File: src/rtl/alu8.sv
module alu8 #(
  parameter int W = 8
) (
  input  logic [3:0]   op,
  input  logic [W-1:0] a_in,
  input  logic [W-1:0] m_in,
  input  logic         c_in,
  output logic [W-1:0] res_out,
  output logic         res_we,
  output logic         c_out,
  output logic         c_we,
  output logic         z_out,
  output logic         z_we,
  output logic         v_out,
  output logic         v_we,
  output logic         n_out,
  output logic         n_we
);
  localparam logic [3:0] OP_ADD = 4'd0,  OP_SUB = 4'd1,  OP_CMP = 4'd2,
                         OP_AND = 4'd3,  OP_OR  = 4'd4,  OP_XOR = 4'd5,
                         OP_BIT = 4'd6,  OP_INC = 4'd7,  OP_DEC = 4'd8,
                         OP_SHL = 4'd9,  OP_SHR = 4'd10, OP_ROL = 4'd11,
                         OP_ROR = 4'd12;
  localparam int MSB = W - 1;

  logic [W:0]   sum, dif, cmp;
  logic [W-1:0] r;

  assign sum = {1'b0, a_in} + {1'b0, m_in} + {{W{1'b0}}, c_in};
  assign dif = {1'b0, a_in} + {1'b0, ~m_in} + {{W{1'b0}}, c_in};
  assign cmp = {1'b0, a_in} + {1'b0, ~m_in} + {{W{1'b0}}, 1'b1};

  always_comb begin
    r      = '0;
    res_we = 1'b0;
    c_out  = 1'b0; c_we = 1'b0;
    z_out  = 1'b0; z_we = 1'b0;
    v_out  = 1'b0; v_we = 1'b0;
    n_out  = 1'b0; n_we = 1'b0;
    case (op)
      OP_ADD: begin
        r = sum[MSB:0]; res_we = 1'b1;
        c_out = sum[W]; c_we = 1'b1;
        v_out = ~(a_in[MSB] ^ m_in[MSB]) & (a_in[MSB] ^ sum[MSB]); v_we = 1'b1;
      end
      OP_SUB: begin
        r = dif[MSB:0]; res_we = 1'b1;
        c_out = dif[W]; c_we = 1'b1;
        v_out = (a_in[MSB] ^ m_in[MSB]) & (a_in[MSB] ^ dif[MSB]); v_we = 1'b1;
      end
      OP_CMP: begin
        c_out = cmp[W]; c_we = 1'b1;
        z_out = (cmp[MSB:0] == '0); z_we = 1'b1;
        n_out = cmp[MSB]; n_we = 1'b1;
      end
      OP_AND: begin r = a_in & m_in; res_we = 1'b1; end
      OP_OR:  begin r = a_in | m_in; res_we = 1'b1; end
      OP_XOR: begin r = a_in ^ m_in; res_we = 1'b1; end
      OP_BIT: begin
        z_out = ((a_in & m_in) == '0); z_we = 1'b1;
        n_out = m_in[MSB]; n_we = 1'b1;
        v_out = m_in[MSB-1]; v_we = 1'b1;
      end
      OP_INC: begin r = m_in + 1'b1; res_we = 1'b1; end
      OP_DEC: begin r = m_in - 1'b1; res_we = 1'b1; end
      OP_SHL: begin
        r = {a_in[MSB-1:0], 1'b0}; res_we = 1'b1;
        c_out = a_in[MSB]; c_we = 1'b1;
      end
      OP_SHR: begin
        r = {1'b0, a_in[MSB:1]}; res_we = 1'b1;
        c_out = a_in[0]; c_we = 1'b1;
      end
      OP_ROL: begin
        r = {a_in[MSB-1:0], c_in}; res_we = 1'b1;
        c_out = a_in[MSB]; c_we = 1'b1;
      end
      OP_ROR: begin
        r = {c_in, a_in[MSB:1]}; res_we = 1'b1;
        c_out = a_in[0]; c_we = 1'b1;
      end
      default: ;
    endcase
    if (res_we) begin
      z_out = (r == '0); z_we = 1'b1;
      n_out = r[MSB];    n_we = 1'b1;
    end
  end

  assign res_out = r;
endmodule


File: config.mk
export PLATFORM = sky130hd
export DESIGN_NAME = alu8
export DESIGN_NICKNAME = d
export VERILOG_FILES = /design/src/rtl/alu8.sv
export SDC_FILE = /design/constraint.sdc
export NUM_CORES = 1
export LEC_CHECK = 0
export BUFFER_PORTS_ARGS = -buffer_cell sky130_fd_sc_hd__buf_2
export CORE_MARGIN = 2
export CORE_UTILIZATION = 45
export DETAILED_ROUTE_END_ITERATION = 10
export GPL_ROUTABILITY_DRIVEN = 1
export GPL_TIMING_DRIVEN = 1
export PLACE_DENSITY_LB_ADDON = 0.12
export SYNTH_ARGS = -nofsm -noshare
export SYNTH_HDL_FRONTEND = slang
export SYNTH_SLANG_ARGS = --single-unit
File: constraint.sdc
create_clock -name vclk -period 7.05
set_input_delay 1.7625 -clock vclk [all_inputs]
set_output_delay 1.7625 -clock vclk [all_outputs]
set_load 0.02 [all_outputs]
Word level (Yosys, flattened, before mapping) --
Index checks and enable logic that the tools add are counted. W data, S select, Z words.
Operators by class: add/subtract/negate cells 7, equal/unequal tests 12, multiplexer cells 12, bitwise logic cells 10, reduce and logical (&&, ||, !) cells 10
Operators by type and width (count):
- $pmux W8 S11 | 1
- $logic_not A8 Y1 | 3
- $eq A4 B4 Y1 const B | 5
- $add A8 B8 Y9 | 2
- $add A9 B1 Y9 | 2
- $eq A4 B3 Y1 const B | 4
- $reduce_or A11 Y1 | 1
- $add A9 B1 Y9 const B | 1
- $add A8 B1 Y8 const B | 1
- $and A8 B8 Y8 | 1
- $eq A4 B2 Y1 const B | 2
- $not A8 Y8 | 1
- $or A8 B8 Y8 | 1
- $sub A8 B1 Y8 const B | 1
- $xor A8 B8 Y8 | 1
- $mux W1 | 7
- $reduce_or A7 Y1 | 1
- $reduce_or A2 Y1 | 3
- $pmux W1 S5 | 1
- $eq A4 B1 Y1 const B | 1
- $logic_not A4 Y1 | 1
- $pmux W1 S2 | 2
- $pmux W1 S3 | 1
- $reduce_or A3 Y1 | 1
- 3 further kinds | 6
Word-level totals: register bits 0, output and inout bits 17, logic and storage cells 51

Depth between registers and ports, before layout --
depth after elaboration 6, mapped depth 15, mapped depth without buffers 13

Worst setup path after synthesis --
OpenSTA, ideal clock, no wires.
path kind in2out, start input port op[0], end output port z_out, data arrival time 4836 ps, slack 452 ps, stages 14, path through buf_6 -> or2_4 -> or2_4 -> inv_4 -> buf_4 -> ha_1 -> and4_1 -> nor3_1 -> o22ai_1 -> xnor2_1 -> o21ai_0 -> a221o_1 -> or4b_1 -> a211oi_2
Between the ends: word-level cells in the longest chain between the ends 4, elaborated cells between the ends (all ways) 19, those cells by class eq/ne: 12; mux: 4; reduce/logical: 3
Ends and longest elaborated chain:
- start: declaration | line 4 | input logic [3:0] op,
- $eq A4 B4 Y1, or another cell as far along | line 40 | case (op)
- $pmux W8 S11 (*) | line 40
- via res_out[5] | line 8 | output logic [W-1:0] res_out,
- $logic_not A8 Y1 (*) | line 85 | z_out = (r == '0); z_we = 1'b1;
- $mux W1 (*) | line 84 | if (res_we) begin
- end: declaration | line 12 | output logic z_out,
The timed path passes the listed nets; every way through them passes the cells marked *.

Worst setup path after layout --
start input port op[0], end output port z_out
Between the ends: word-level cells in the longest chain between the ends 4, elaborated cells between the ends (all ways) 19, those cells by class eq/ne: 12; mux: 4; reduce/logical: 3
Ends and longest elaborated chain (line):
- $eq A4 B4 Y1, or another cell as far along | 40
- $pmux W8 S11 or $reduce_or A11 Y1 (tied branches)
- $logic_not A8 Y1 or $mux W1 (tied branches) | 85, 40
- $mux W1 (*) | 84
Every way passes the cells marked *; elsewhere a longest branch is shown, timed or not.

==> results.ini <==
[die]
rows=25
dieArea_um2=5380
core_area_um2=4690
die_h_um=73.4
pin_count=38
start_util_pct=46.2
die_w_um=73.4

[critical_path]
worst_path_dominant_cell_family=simple AND/OR/NAND/NOR gates
worstSetupStartpointType=input pin
critPathBufInv=3
path_class=input pin to primary output
worstPathArrival_ps=5050
worst_path_largest_cell_delay_ps=540
crit_path_end_kind=primary output
cp.depth=14
path_cells=buf_2, or2_4, or2_4, inv_4, xnor2_1, ha_1, nor2_1, mux2i_1, xnor2_1, o2111ai_1, nor4b_1, or4b_1, a211oi_2, buf_2
path_max_fanout=20
cp.required_ps=5290
crit_path_top_delay_cell=or4b_1
startpoint=op[0]

[global_route]
grt_start_max_net_pins=25
grtUsageTotal_pct=26.9
antenna_found_initial=0
grt_pass1_vias=2297
overflow=0
grt_pass1_wl_um=11700

[detailed_routing]
avgViaCountPerCell=6.45
drt_wl_total_um=7120
vias=2534
routedWlPerCell_um=18.1
firstDrtPassIters=6
drt_iter0_markers=341
drc=0
ant_nets=0

[finish]
drive_gt1_share_pct=15.3
clock_buffers=0
final_cells=393
numSequentialCells=0
area_growth_pct=9.24
final_common_cell=buf_2
antenna_cells=0
seqCellArea_um2=0
nets=394
design_area_um2=2370
layout_common_cells=buf_2, ha_1, inv_1, a21oi_1
final_core_util_pct=50.4

[pwr]
ir_worst_vdd_v=0.0000437
powerDensity_nw_per_um2=86.0
p_leak_nw=1.02
power_uw=204

[sta]
tightest_slew_ps=1170
holdWs_ps=3930
fin_crit_ps=6810
finalCritPeriodShare_pct=96.6
rsz0062_at_grt=no
fin_setup_tns_ps=0
finalMaxSlewViolations=0
finalHoldViolCount=0
fin_ws_ps=237
slew_headroom_pct=21.1
max_freq_ghz=0.147
setup_viol_count_final=0

[synth]
syn-cell-area_um2=2170
ys_seq_area_share_pct=0
synth.distinct_cells=63
synthCells=313
synth_nets=366
ys_warn_count=0
syn_area_per_cell_um2=6.92

[place]
io_buffers=38
gp_congestion=0.971
dp_cells=393
dpl.hpwl_um=5730
dpl_worst_slack_ps=348
placed_area_um2=2370

[hold_path]
hold_end=n_out
whs_path_depth=3
hold_path_class=input pin to primary output
worstHoldStart=m_in[7]

[clock_network]
cts.hold.buffers_added=0
post_cts_resized=0
cts_setup_buffers=0

[job]
cap_violations=0

[run_status]
status=complete, no violations

==> per-layer routing <==
| metal | up-vias | global-route usage (%) | wire length [um] |
|---|---|---|---|
| met4 | 0 | 5.86 | 141 |
| met1 | 1163 | 38.4 | 3090 |
| li1 | 1215 | - | - |
| met3 | 20 | 3.84 | 611 |
| met2 | 136 | 42.7 | 3270 |
| met5 | - | 0 | 0 |
==> layout make-up <==
| cell class | instances | area, um2 |
|---|---|---|
| fill | 488 | 2330 |
| multi-input combinational | 272 | 1990 |
| timing repair buffer | 40 | 205 |
| inverter | 27 | 104 |
| tap | 54 | 67.6 |
==> worst max path at each step <==
stage            end  slack, ps
2_1_floorplan  z_out        450
3_5_place_dp   z_out        350
6_report       z_out        240
3_3_place_gp   z_out        380
4_1_cts        z_out        340
5_1_grt        z_out        140
==> report_power, final <==
part           switching (mW)  leakage (nW)  internal (mW)  total, mW
registers                   0             0              0          0
clock network               0             0              0          0
logic                   0.126          1.02         0.0780      0.204
==> synth_stat cells (3+ instances only) <==
library cell  instances  area (um2)
ha_1                 29         363
inv_1                26        97.6
a21oi_1              24         120
nand2_1              20        75.1
xnor2_1              20         175
nor2_1               19        71.3
o21ai_0              18        90.1
nor2b_1              12        75.1
nand2b_1             11        68.8
nor3_1               11        55.1
nand3_1              10        50.1
o211ai_1              9        67.6
clkbuf_1              6        22.5
a22oi_1               5        37.5
a31oi_1               5        31.3
xor2_1                5        43.8
a221oi_1              4        35.0
and2_1                4        25.0
buf_2                 4        20.0
nor4_1                4        25.0
o21a_1                4        30.0
o221ai_1              4        35.0
a211o_1               3        26.3
a221o_1               3        30.0
fa_1                  3        60.1
nand3b_1              3        22.5
o31ai_1               3        22.5
==> cells by family after synthesis <==
group	Yosys count	share of synthesized area, %
AO/OA/AOI/OAI	107	35.1
AND/OR/NAND/NOR	105	25.6
buffers and inverters	41	8.15
adder cells (fa/ha/maj)	32	19.5
XOR/XNOR	25	10.1
multiplexers	3	1.50
Power figures use the tool's default switching activity.
